<file path="config.mk">
export PLATFORM = sky130hd
export DESIGN_NAME = warp_issue_sched
export DESIGN_NICKNAME = d
export VERILOG_FILES = /design/src/rtl/wis_pkg.sv /design/src/rtl/sched_ctrl.sv /design/src/rtl/sched_dp.sv /design/src/rtl/warp_issue_sched.sv
export SDC_FILE = /design/constraint.sdc
export NUM_CORES = 1
export LEC_CHECK = 0
export BUFFER_PORTS_ARGS = -buffer_cell sky130_fd_sc_hd__clkbuf_2
export CAP_MARGIN = 10
export CORE_AREA = 3 3 167 152
export CTS_CLUSTER_DIAMETER = 100
export DETAILED_ROUTE_END_ITERATION = 10
export DIE_AREA = 0 0 170 155
export GPL_TIMING_DRIVEN = 0
export PLACE_DENSITY = 0.53
export SLEW_MARGIN = 20
export SYNTH_ARGS = -nofsm -noshare
export SYNTH_HDL_FRONTEND = slang
export SYNTH_SLANG_ARGS = --single-unit
</file>
<file path="constraint.sdc">
create_clock -name clk -period 6.4 [get_ports clk]
set_clock_uncertainty 0.15 [all_clocks]
set_input_delay 0 -clock clk [delete_from_list [all_inputs] [get_ports clk]]
set_output_delay 0 -clock clk [all_outputs]
set_load 0.01 [all_outputs]
</file>
<file path="src/rtl/wis_pkg.sv">
package wis_pkg;
  // strobes from control to datapath
  typedef struct packed {
    logic launch;  // begin a new warp instruction this edge
    logic step;    // advance to the next lane group
    logic retire;  // last group done, no successor
  } schedStrobe_t;
endpackage

</file>
<file path="src/rtl/sched_ctrl.sv">
module sched_ctrl
  import wis_pkg::*;
#(
  parameter int GROUPS = 4,
  localparam int GRP_W = (GROUPS > 1) ? $clog2(GROUPS) : 1
) (
  input  logic             clk,
  input  logic             rst_n,
  input  logic             start,
  input  logic             anyReady,
  output schedStrobe_t     strobes,
  output logic             issueValid,
  output logic [GRP_W-1:0] laneGroup
);
  localparam logic [GRP_W-1:0] LAST_GRP = GRP_W'(GROUPS - 1);

  logic             busy;
  logic [GRP_W-1:0] grp;
  logic             lastGrp;
  logic             slotFree;

  assign lastGrp  = busy && (grp == LAST_GRP);
  assign slotFree = !busy || lastGrp;

  always_comb begin
    strobes        = '0;
    strobes.launch = slotFree && start && anyReady;
    strobes.step   = busy && !lastGrp;
    strobes.retire = lastGrp && !strobes.launch;
  end

  always_ff @(posedge clk or negedge rst_n) begin
    if (!rst_n) begin
      busy <= 1'b0;
      grp  <= '0;
    end else if (strobes.launch) begin
      busy <= 1'b1;
      grp  <= '0;
    end else if (strobes.step) begin
      grp  <= grp + 1'b1;
    end else if (strobes.retire) begin
      busy <= 1'b0;
      grp  <= '0;
    end
  end

  assign issueValid = busy;
  assign laneGroup  = grp;

  // a group that is not the last is followed by its successor
  a_r2_group_advance: assert property (@(posedge clk) disable iff (!rst_n)
    (busy && grp != LAST_GRP) |=> (busy && grp == $past(grp) + 1'b1));
  // losing start mid-issue never cuts the issue short
  a_r9_finish_issue: assert property (@(posedge clk) disable iff (!rst_n)
    (busy && grp != LAST_GRP && !start) |=> busy);
  // idle means group zero
  a_r1_idle_group_zero: assert property (@(posedge clk) disable iff (!rst_n)
    !busy |-> grp == '0);
  // nothing ready at a free slot gives an idle cycle
  a_r7_idle_when_empty: assert property (@(posedge clk) disable iff (!rst_n)
    (slotFree && !anyReady) |=> !busy);
endmodule

</file>
<file path="src/rtl/sched_dp.sv">
module sched_dp
  import wis_pkg::*;
#(
  parameter int NUM_WARPS = 24,
  parameter int NUM_LANES = 8,
  parameter int GROUPS    = 4,
  localparam int WID_W = $clog2(NUM_WARPS),
  localparam int GRP_W = (GROUPS > 1) ? $clog2(GROUPS) : 1,
  localparam int TID_W = $clog2(NUM_LANES * GROUPS)
) (
  input  logic                       clk,
  input  logic                       rst_n,
  input  schedStrobe_t               strobes,
  input  logic                       coarseMode,
  input  logic [NUM_WARPS-1:0]       warpReady,
  input  logic [GRP_W-1:0]           laneGroup,
  output logic                       anyReady,
  output logic [WID_W-1:0]           issueWarp,
  output logic [NUM_LANES*TID_W-1:0] laneThread
);
  localparam logic [WID_W-1:0] PTR_INIT = WID_W'(NUM_WARPS - 1);

  logic [WID_W-1:0] curWarp;
  logic [WID_W-1:0] pickWarp;
  logic [WID_W:0]   base;
  logic [WID_W:0]   idx;
  logic             found;

  // circular search: from the last warp (coarse) or the one after it (fine)
  always_comb begin
    base     = coarseMode ? {1'b0, curWarp} : ({1'b0, curWarp} + 1'b1);
    found    = 1'b0;
    pickWarp = '0;
    idx      = '0;
    for (int i = 0; i < NUM_WARPS; i++) begin
      idx = base + (WID_W+1)'(i);
      if (idx >= (WID_W+1)'(NUM_WARPS)) idx = idx - (WID_W+1)'(NUM_WARPS);
      if (!found && warpReady[idx[WID_W-1:0]]) begin
        found    = 1'b1;
        pickWarp = idx[WID_W-1:0];
      end
    end
  end

  assign anyReady = found;

  always_ff @(posedge clk or negedge rst_n) begin
    if (!rst_n)              curWarp <= PTR_INIT;
    else if (strobes.launch) curWarp <= pickWarp;
  end

  assign issueWarp = curWarp;

  generate
    for (genvar j = 0; j < NUM_LANES; j++) begin : g_lane
      assign laneThread[j*TID_W +: TID_W] =
        TID_W'(int'(laneGroup) * NUM_LANES + j);
    end
  endgenerate

  // a launch only happens when the chosen warp is ready
  a_r5_pick_ready: assert property (@(posedge clk) disable iff (!rst_n)
    strobes.launch |-> warpReady[pickWarp]);
  // the pointer moves only on a launch
  a_r7_ptr_held: assert property (@(posedge clk) disable iff (!rst_n)
    !strobes.launch |=> $stable(curWarp));
  // control never launches with nothing ready
  a_r6_launch_needs_ready: assert property (@(posedge clk) disable iff (!rst_n)
    strobes.launch |-> anyReady);
  // coarse mode keeps a still-ready warp
  a_r8_coarse_keep: assert property (@(posedge clk) disable iff (!rst_n)
    (strobes.launch && coarseMode && warpReady[curWarp]) |=> $stable(curWarp));
endmodule

</file>
<file path="src/rtl/warp_issue_sched.sv">
module warp_issue_sched
  import wis_pkg::*;
#(
  parameter int NUM_WARPS    = 24,
  parameter int NUM_LANES    = 8,
  parameter int WARP_THREADS = 32,
  localparam int GROUPS = WARP_THREADS / NUM_LANES,
  localparam int WID_W  = $clog2(NUM_WARPS),
  localparam int GRP_W  = (GROUPS > 1) ? $clog2(GROUPS) : 1,
  localparam int TID_W  = $clog2(WARP_THREADS)
) (
  input  logic                       clk,
  input  logic                       rst_n,
  input  logic                       start,
  input  logic                       coarseMode,
  input  logic [NUM_WARPS-1:0]       warpReady,
  output logic                       issueValid,
  output logic [WID_W-1:0]           issueWarp,
  output logic [GRP_W-1:0]           laneGroup,
  output logic [NUM_LANES*TID_W-1:0] laneThread
);
  schedStrobe_t strobes;
  logic         anyReady;

  sched_ctrl #(.GROUPS(GROUPS)) u_ctrl (
    .clk(clk), .rst_n(rst_n), .start(start), .anyReady(anyReady),
    .strobes(strobes), .issueValid(issueValid), .laneGroup(laneGroup)
  );

  sched_dp #(.NUM_WARPS(NUM_WARPS), .NUM_LANES(NUM_LANES), .GROUPS(GROUPS)) u_dp (
    .clk(clk), .rst_n(rst_n), .strobes(strobes), .coarseMode(coarseMode),
    .warpReady(warpReady), .laneGroup(laneGroup), .anyReady(anyReady),
    .issueWarp(issueWarp), .laneThread(laneThread)
  );
endmodule

</file>
Word-level counts from Yosys, hierarchy flattened

Index checks and enable logic that the tools add are counted.

Bits in registers: 8
Word-level logic and storage cells: 294
Bits of input ports: 28
Output and inout bits: 48

Equal/unequal tests: 2
Add/subtract/negate cells: 56
Order comparisons: 48
Reduce and logical (&&, ||, !) cells: 58
Muxes and demuxes: 127

Operators with widths:

| operator              | count |
|---|---|
| $mux W5               | 48 |
| $ge A6 B5 Y1 const B  | 24 |
| $lt A5 B6 Y1 const B  | 24 |
| $bmux W1 S5           | 24 |
| $sub A5 B5 Y5 const B | 24 |
| $mux W1               | 51 |
| $add A6 B4 Y6 const B | 8 |
| $add A6 B5 Y6 const B | 8 |
| $logic_and A1 B1 Y1   | 28 |
| $logic_not A1 Y1      | 26 |
| $add A6 B3 Y6 const B | 4 |
| $add A5 B3 Y5 const B | 4 |
| $add A6 B2 Y6 const B | 2 |
| $add A5 B2 Y5 const B | 2 |
| $add A5 B1 Y6 const B | 1 |
| $add A6 B1 Y6 const B | 1 |
| $mux W2               | 3 |
| $mux W6               | 1 |
| $add A5 B1 Y5 const B | 1 |
| $reduce_bool A3 Y1    | 1 |
| $add A2 B1 Y2 const B | 1 |
| $eq A2 B2 Y1 const B  | 1 |
| $ne A2 B1 Y1 const B  | 1 |
| $reduce_and A2 Y1     | 1 |
| other kinds (2)       | 2 |

Logic depth before layout (Yosys ltp)

Gate-level depths: netlist of run 1.

Depth in word-level cells: 82
Mapped depth: 25
Depth with buffers taken out: 21

Hierarchy

Synthesis of run 1 repeated with hierarchy kept, for this count alone.

Cells, all modules: 958
Area, all modules: 6920.4 um2

Modules (own cells, without submodules):

| module     | instances | area each (um2) | sequential area each (um2) | cells an instance |
|---|---|---|---|---|
| sched_dp   | 1         | 6772.7          | 130.1                      | 944 |
| sched_ctrl | 1         | 147.6           | 75.1                       | 14 |

Least setup slack after synthesis of run 1

OpenSTA, ideal clock, no wires.

Path kind: reg2reg
Start point: register u_dp.curWarp[1], in the netlist u_dp.issueWarp[1]
End point: register u_dp.curWarp[2], in the netlist u_dp.issueWarp[2]
Data required time: 6.177 ns
Clock period less this slack: 5.943 ns
Setup slack: 0.457 ns
Cell stages (with the launch flop): 26
Data arrival time: 5.720 ns
Cells stage by stage: dfstp_2 -> ha_1 -> nand2b_1 -> clkbuf_1 -> xnor2_2 -> clkbuf_1 -> ha_1 -> clkbuf_1 -> nand2_1 -> xnor2_1 -> inv_1 -> ha_1 -> a2111oi_0 -> a31o_2 -> a211oi_1 -> a211oi_1 -> nand2_1 -> nor4_4 -> buf_6 -> nand3_4 -> buf_4 -> nor4_2 -> nor4_1 -> a2111oi_2 -> o21ai_1 -> a21oi_1

Cells in the longest elaborated chain, start to end: 77

Ends and longest elaborated chain:

| what                                                   | line           | source |
|---|---|---|
| start: declaration                                     | sched_dp.sv:23 | `logic [WID_W-1:0] curWarp;` |
| start signal: assignment                               | sched_dp.sv:49 | `else if (strobes.launch) curWarp <= pickWarp;` |
| $add A5 B1 Y6                                          | sched_dp.sv:31 | `base = coarseMode ? {1'b0, curWarp} : ({1'b0, curWarp} + 1'b1);` |
| $mux W6 (*)                                            | sched_dp.sv:31 |  |
| branches (longest 75 deep; another with $add A6 B1 Y6) | n/a            |  |

Mark *: on every way between the ends. The select of a mux whose other input is x is not followed.
A chain may end at the register's enable or synchronous reset.

Worst setup path after layout of run 1

Start point: register u_dp.curWarp[1], in the netlist u_dp.issueWarp[1]
End point: register u_dp.curWarp[1], in the netlist u_dp.issueWarp[1]

The elaborated chain is that of the path after synthesis.

==> metrics.cfg, run 1 <==
[status]
status=finished, final reports clean

[grt]
grtUsageTotal=0.240
antenna_found_initial=2
grt-ovfl-total=0
grt_pass1_wl_um=48800
grt_max_degree=16
grt_pass1_vias=7623

[clock_tree]
clk_root_buffer_cell=clkbuf_16
clock_latency_ns=0.23
cts_buffers=3
clk_pin_slew_ns=0.04
htreeDepth=1
cts_buffer_depth=2
cts.sinks=8
cts_tree=built

[cells_and_area]
regArea_um2=205
diodes=0
fillCellCount=2483
multi_input_area_um2=6640
area_growth_pct=20.9
final_nets=1133
drive_above_1_share=0.269

[sta]
fin_hold_ws_ns=0.00580
worst_slew_pin_slew_ns=0.898
period_share=0.988
finalSetupViolCount=0
fmax_mhz=158
slew_viol_final=0
tns_ns=0
hold_viol_final=0
max-slew-margin-rel=0.402
fin_crit_ns=6.32

[critical_path]
crit_type=flop to flop
worstPathArrival_ns=6.32
path_max_fanout=14
start_kind=flop
required_ns=6.40
critPathCaptureType=flop

[route]
wl_um=33500
vias=8611
ant_nets=0
routedWlPerCell_um=24.3
drtPass1Iterations=6
drc=0
drt_iter0_drc=1148
via_per_inst=6.25

[min_path]
hold_class=input port to async pin

[synth]
synth_edf_count=0
ys_seq_area_frac=0.0289
ys_seq_elements=8
yosys.area.top_type_share=0.100
synth_top_family_by_area=compound AO/OA/AOI/OAI gates
synth_ff_type=dfstp_2
synth_area_um2=7090
syn-instance-count=971
async_flop_share=1.00
synth_fa_ha_area_frac=0.0476
syn_area_per_cell_um2=7.30
ys.warnings.count=0
synth_area_leader_cell=mux2i_1
synth_compound_area_frac=0.285
synthMuxAreaShare=0.191
synth.area.top_cells=mux2i_1 (10%), mux4_2 (5.7%), ha_1 (4.8%), nand2_1 (4.6%), buf_4 (4.6%)
yosysUniqueCellTypes=107
yosys.area_share.simple=0.284
synth-xor-area-share=0.0653

[job]
cap_viol_max_count=0

[die]
row_count=53
fp.dieW_um=170
start_util=0.300
ioPinCount=76
die-area_um2=26400
die_h_um=155
core-area_um2=23600

[placement]
gp_congestion=1.01
io_buffers=51
dp_hpwl_um=26000

routing by layer:
| metal | vias to the layer above | track usage | share of wire |
|---|---|---|---|
| met3 | 97 | 0.0574 | 0.12 |
| met4 | 2 | 0.102 | 0.049 |
| met1 | 4035 | 0.342 | 0.43 |
| li1 | 3910 | - | - |
| met5 | - | 0 | 0.00039 |
| met2 | 567 | 0.342 | 0.40 |
stage by stage:
step / util / worst slack [ns] / cells / area [um2]
6_report: 0.363 / 0.0768 / 1378 / 8570
5_1_grt: 0.363 / -0.0441 / 1378 / 8570
4_1_cts: 0.350 / 0.0409 / 1362 / 8250
3_5_place_dp: 0.331 / -2.06 / 1346 / 7810
3_3_place_gp: 0.331 / -2.09 / 1346 / 7810
2_1_floorplan: - / 0.457 / 993 / 7180
final timing paths:
path / start / endpoint / slack, ns / depth (start not counted)
max in group asynchronous: rst_n / u_dp.issueWarp[1] / 5.85 / 2
hold reg to reg: u_ctrl.issueValid / u_ctrl.laneGroup[0] / 0.35 / 1
setup reg to reg: u_dp.issueWarp[1] / u_dp.issueWarp[1] / 0.08 / 19
min in group clk: u_ctrl.issueValid / u_ctrl.laneGroup[0] / 0.35 / 1
setup / recovery: u_dp.issueWarp[1] / u_dp.issueWarp[1] / 0.08 / 19
hold / removal: rst_n / u_ctrl.laneGroup[0] / 0.006 / 2
cell families (layout without fill, tap and decap cells):
group,after synthesis,in the layout
compound gates,292,292
xor+xnor,39,39
fa+ha+maj,27,27
buf+inv,129,212
flops,8,8
mux,110,110
other cells,2,24
simple gates,364,364
flip-flops by register name (all words and copies together), names as in the netlist:
signal             flops
u_ctrl.issueValid      1
u_ctrl.laneGroup       2
u_dp.issueWarp         5
critical path, stage by stage (launching register included):
cell and delay, ns:
dfstp_2 0.60, ha_1 0.25, mux2_2 0.42, inv_4 0.24, clkbuf_4 0.37, ha_4 0.28, xnor2_1 0.19, xnor2_2 0.14
buf_4 0.16, mux4_2 0.63, or3_1 0.45, a41oi_4 0.43, and4bb_4 0.39, nand3_4 0.13, buf_4 0.21, nor3_1 0.38
nor2_1 0.13, o311ai_2 0.15, o21ai_1 0.12, o32a_1 0.38
synthesized netlist by cell type, types with 15 or more instances:
cell      instances
a211oi_1         17
a21oi_1          54
a31oi_1          18
and2_1           19
buf_4            43
clkbuf_1         32
ha_1             27
inv_1            26
mux2_2           18
mux2i_1          71
mux4_2           18
nand2_1          87
nand3_1          39
nor2_1           59
nor3_1           33
o211ai_1         16
o21ai_0          55
or3_1            15
xnor2_1          29
repair_timing:
item | in CTS | in global routing
setup buffers | 14 | 18
pin swaps | 8 | 12
hold buffers | 2 | 0
cloned | 0 | 0
endpoints found under the hold margin | 11 | 0
gates resized for setup | 59 | 48
setup endpoints to repair | 8 | 7
area by class of cell:
type                    count  share of cell area
plain buffers              92              0.0717
clock buffers               3             0.00876
inverters                  32              0.0153
multi-input cells         856               0.775
flip-flops and latches      8              0.0239
well taps                 302              0.0441
repair buffers             85              0.0616
layout by cell type (no fill, tap or decap), types with 25 or more instances in the layout:
cell type / n
a21oi_1: 52
buf_4: 78
clkbuf_2: 56
inv_1: 25
mux2i_1: 71
nand2_1: 86
nand3_1: 37
nor2_1: 57
nor3_1: 30
o21ai_0: 53
Power of run 1 is left out: the tool's default activity adds up to more than one toggle a clock period on the data nets, which glitch-free logic cannot reach.
==> run 2, diff against run 1 <==
--- a/config.mk
+++ b/config.mk
@@ -13,6 +13,7 @@
 export DIE_AREA = 0 0 170 155
 export GPL_TIMING_DRIVEN = 0
 export PLACE_DENSITY = 0.53
+export RECOVER_POWER = 50
 export SLEW_MARGIN = 20
 export SYNTH_ARGS = -nofsm -noshare
 export SYNTH_HDL_FRONTEND = slang
==> run 2 against run 1 <==
Compared with the run above: routed wire length barely moved; clock-buffer cell count did not move; flip-flop and latch count did not move.
==> metrics.cfg, run 2 (synthesis results as in run 1) <==
[status]
status=finished, final reports clean

[sta]
worst_slew_pin_slew_ns=0.886
fmax_mhz=158
max-slew-margin-rel=0.406
fin_crit_ns=6.32
fin_hold_ws_ns=0.0685
period_share=0.987
finalSetupViolCount=0
hold_viol_final=0
slew_viol_final=0

[route]
ant_nets=0
drtPass1Iterations=6
vias=8621
drt_iter0_drc=1148
routedWlPerCell_um=24.3
via_per_inst=6.26
wl_um=33500
drc=0

[clock_tree]
clk_pin_slew_ns=0.04
htreeDepth=1
clock_latency_ns=0.23
cts.sinks=8
cts_buffer_depth=2
cts_tree=built
clk_root_buffer_cell=clkbuf_16
cts_buffers=3

[cells_and_area]
multi_input_area_um2=6640
finish.instance_area_um2=8560
largest_reg_flops=5
fillCellCount=2483
final_nets=1133
mostFrequentLayoutCells=nand2_1 (86), buf_4 (75), mux2i_1 (71), nor2_1 (57), o21ai_0 (53)
diodes=0
regArea_um2=205
drive_above_1_share=0.261
area_growth_pct=20.7
mostFrequentLayoutCell=nand2_1

[grt]
antenna_found_initial=2
grt-ovfl-total=0
grt_max_degree=16
grt_pass1_wl_um=48800
grtUsageTotal=0.240
grt_pass1_vias=7623

[placement]
io_buffers=51
dp_hpwl_um=26000
dpl_cell_area_um2=7810
gp_congestion=1.01

[job]
cap_viol_max_count=0

[critical_path]
path_cells=ha_1 -> mux2_2 -> inv_4 -> clkbuf_4 -> ha_4 -> xnor2_1 -> xnor2_2 -> buf_4 -> mux4_2 -> or3_1 -> a41oi_4 -> and4bb_4 -> nand3_4 -> buf_4 -> nor3_1 -> nor2_1 -> o311ai_2 -> o21ai_1 -> o32a_1
worstPathArrival_ns=6.31
setup.worst_path.start=u_dp.issueWarp[1]
cp_common_cell=buf_4
path_max_fanout=14
critPathCapture=u_dp.issueWarp[1]
critPathBufInv=4
rr_startpoint=u_dp.issueWarp[1]
r2r_cells=19
required_ns=6.40
start_kind=flop
slowest_stage=mux4_2
path_depth=19
r2r_end=u_dp.issueWarp[1]
cpPeakStageDelay_ns=0.63
crit_family=simple AND/OR/NAND/NOR gates
critPathCaptureType=flop
crit_type=flop to flop
rrSetupSlack_ns=0.08

[die]
row_count=53
die-area_um2=26400
core-area_um2=23600
ioPinCount=76
die_h_um=155
fp.dieW_um=170
start_util=0.300

[min_path]
hold_class=input port to async pin

run 2: how the worst min path moves through the flow:
stage               startpoint             endpoint  slack [ns]
global route             rst_n    u_dp.issueWarp[3]        0.12
global placement         rst_n  u_ctrl.laneGroup[0]       -0.30
CTS                      rst_n  u_ctrl.laneGroup[0]        0.02
detailed placement       rst_n  u_ctrl.laneGroup[0]       -0.30
finish                   rst_n    u_dp.issueWarp[3]        0.07
floorplan                rst_n    u_ctrl.issueValid       -0.45
run 2: layout make-up:
class / count / area share
well taps: 302 / 0.0441
clock buffers: 3 / 0.00877
multi-input cells: 856 / 0.776
repair buffers: 85 / 0.0605
plain buffers: 92 / 0.0717
flip-flops and latches: 8 / 0.0240
inverters: 32 / 0.0153
run 2: through the flow:
step	worst slack (ns)	util	std cells	setup TNS, ns
after floorplan	0.457	-	993	0
after global placement	-2.09	0.331	1346	-12.75
after detailed placement	-2.06	0.331	1346	-12.64
after CTS	0.0409	0.350	1362	0
after global routing	-0.0441	0.363	1378	-0.104
final	0.0827	0.363	1378	0
run 2: repair_timing:
| item | CTS | global route |
|---|---|---|
| pin swaps | 8 | 12 |
| endpoints found under the setup margin | 8 | 7 |
| setup buffers | 14 | 18 |
| hold endpoints to repair | 11 | 0 |
| cloned | 0 | 0 |
| hold buffers | 2 | 0 |
| resized for setup | 59 | 48 |
run 2: worst reg2reg max path, stage by stage, from the launching register on:
cell	delay, ns
dfstp_2	0.60
ha_1	0.26
mux2_2	0.42
inv_4	0.24
clkbuf_4	0.38
ha_4	0.29
xnor2_1	0.19
xnor2_2	0.14
buf_4	0.16
mux4_2	0.63
or3_1	0.45
a41oi_4	0.43
and4bb_4	0.40
nand3_4	0.13
buf_4	0.21
nor3_1	0.37
nor2_1	0.13
o311ai_2	0.15
o21ai_1	0.12
o32a_1	0.39
run 2: per-layer routing:
metal / track usage / routed length [um]
met5: 0 / 13
met2: 0.342 / 13500
met4: 0.102 / 1550
met3: 0.0574 / 4080
met1: 0.342 / 14400
Power of run 2 is left out for the same reason.
==> run 3, diff against run 2 <==
--- a/config.mk
+++ b/config.mk
@@ -12,7 +12,7 @@
 export DETAILED_ROUTE_END_ITERATION = 10
 export DIE_AREA = 0 0 170 155
 export GPL_TIMING_DRIVEN = 0
-export PLACE_DENSITY = 0.53
+export PLACE_DENSITY = 0.51
 export RECOVER_POWER = 50
 export SLEW_MARGIN = 20
 export SYNTH_ARGS = -nofsm -noshare
==> run 3 against run 2 <==
Compared with the run above: cell count is essentially flat; sequential share of layout area about the same; critical endpoint unchanged; global-route usage up 0.53 points; die area is the same; via count grew 0.23%; routed wire length grew 1.9%; hold slack improved by 0.0065 ns; utilization is 0.22 points lower; setup slack improved by 0.029 ns; first-iteration DRC count rose by 4.4%.
==> metrics.cfg, run 3 (synthesis results as in run 1) <==
[critical_path]
path_max_fanout=15
critPathCaptureType=flop
rr_startpoint=u_dp.issueWarp[1]
slowest_stage=or4_1
crit_type=flop to flop
r2r_end=u_dp.issueWarp[1]
rrSetupSlack_ns=0.11
r2r_cells=19
cpPeakStageDelay_ns=0.67
required_ns=6.40
path_cells=ha_1 -> nand2b_2 -> xnor2_4 -> inv_2 -> buf_6 -> ha_1 -> and2_1 -> nor2_1 -> or4_1 -> a31o_2 -> a21o_1 -> and2_1 -> clkbuf_1 -> a311oi_1 -> o211ai_1 -> o32a_1 -> o311ai_2 -> o21ai_1 -> o32a_1
start_kind=flop
worstPathArrival_ns=6.29

[sta]
finalSetupViolCount=0
max-slew-margin-rel=0.231
fin_crit_ns=6.29
slew_viol_final=0
worst_slew_pin_slew_ns=1.15
hold_viol_final=0
period_share=0.983
tns_ns=0
fmax_mhz=159
fin_ws_ns=0.112

[route]
routedWlPerCell_um=24.8
drtPass1Iterations=8
ant_nets=0
wl_um=34100
via_per_inst=6.27
vias=8641
drt_iter0_drc=1198
drc=0

[min_path]
hold_class=input port to async pin

[placement]
gp_congestion=1.02
dp_cells=1346
io_buffers=51
dp_hpwl_um=26900
place_ws_ns=-2.06

[grt]
grtUsageTotal=0.245
grt_pass1_vias=7657
antenna_found_initial=0
grt_pass1_wl_um=49600
grt_max_degree=16
grt-ovfl-total=0

[cells_and_area]
multi_input_area_um2=6580
drive_above_1_share=0.258
regArea_um2=205
diodes=0
final_nets=1133
mostFrequentLayoutCells=nand2_1 (86), buf_4 (76), mux2i_1 (71), nor2_1 (56), o21ai_0 (53)
mostFrequentLayoutCell=nand2_1
fillCellCount=2585
stdcell_count=1379
largest_reg_flops=5
final_util=0.361
area_growth_pct=20.0

[die]
die_h_um=155
row_count=53
die-area_um2=26400
core-area_um2=23600
start_util=0.300
fp.dieW_um=170
ioPinCount=76

[clock_tree]
clk_root_buffer_cell=clkbuf_16
cts.sinks=8
cts_tree=built
cts_buffer_depth=2
cts_buffers=3
htreeDepth=1
clk_pin_slew_ns=0.04
clock_latency_ns=0.23

[job]
cap_viol_max_count=0

[status]
status=finished, final reports clean

==> run 3: cell count changes in the layout (fill, tap and decap cells not counted), moves of 3 or more <==
cell     change
a21oi_2      +4
a21oi_1      -3
buf_2        -3
ha_1         +3
ha_2         -3
==> run 3: metal layers <==
layer  wire (um)  GRT usage  vias up
met5           0          0        -
met4        1400     0.0649        0
met3        4510     0.0625       93
met2       13700      0.358      591
met1       14500      0.356     4057
li1            -          -     3900
==> run 3: worst max-delay path by stage <==
stage / startpoint / end / slack [ns] / depth (start not counted)
finish: u_dp.issueWarp[1] / u_dp.issueWarp[1] / 0.11 / 19
global route: u_dp.issueWarp[1] / u_dp.issueWarp[2] / -0.04 / 22
CTS: u_dp.issueWarp[1] / u_dp.issueWarp[2] / 0.04 / 23
detailed placement: u_dp.issueWarp[1] / u_dp.issueWarp[4] / -2.06 / 23
global placement: u_dp.issueWarp[1] / u_dp.issueWarp[4] / -2.18 / 23
floorplan: u_dp.issueWarp[1] / u_dp.issueWarp[2] / 0.46 / 25
==> run 3: area by class of cell <==
| cell class | count | share of cell area |
|---|---|---|
| well taps | 302 | 0.0444 |
| repair buffers | 86 | 0.0619 |
| plain buffers | 91 | 0.0720 |
| inverters | 32 | 0.0151 |
| flip-flops and latches | 8 | 0.0241 |
| clock buffers | 4 | 0.00926 |
| multi-input cells | 856 | 0.773 |
==> run 3: what timing repair did <==
action | 4_1_cts | 5_1_grt
setup endpoints to repair | 8 | 7
hold buffers | 2 | 0
hold endpoints to repair | 11 | 0
gates cloned | 0 | 0
resized for setup | 55 | 44
setup buffers | 12 | 21
pin swaps | 7 | 12
==> run 3: worst max-delay path, delay by kind of cell (launching register included) <==
family	cells	cell delay, ns
buffers and inverters	3	0.69
adder cells (fa/ha/maj)	2	0.60
AND/OR/NAND/NOR	5	1.59
flip-flops	1	0.59
XOR/XNOR	1	0.26
AO/OA/AOI/OAI	8	2.30
==> run 3: metrics by stage <==
| step | cell area [um2] | hold WS (ns) |
|---|---|---|
| 2_1_floorplan | 7180 | -0.446 |
| 3_3_place_gp | 7810 | -0.295 |
| 3_5_place_dp | 7810 | -0.295 |
| 4_1_cts | 8210 | 0.0166 |
| 5_1_grt | 8510 | 0.111 |
| 6_report | 8510 | 0.0750 |
Power of run 3 is left out for the same reason.
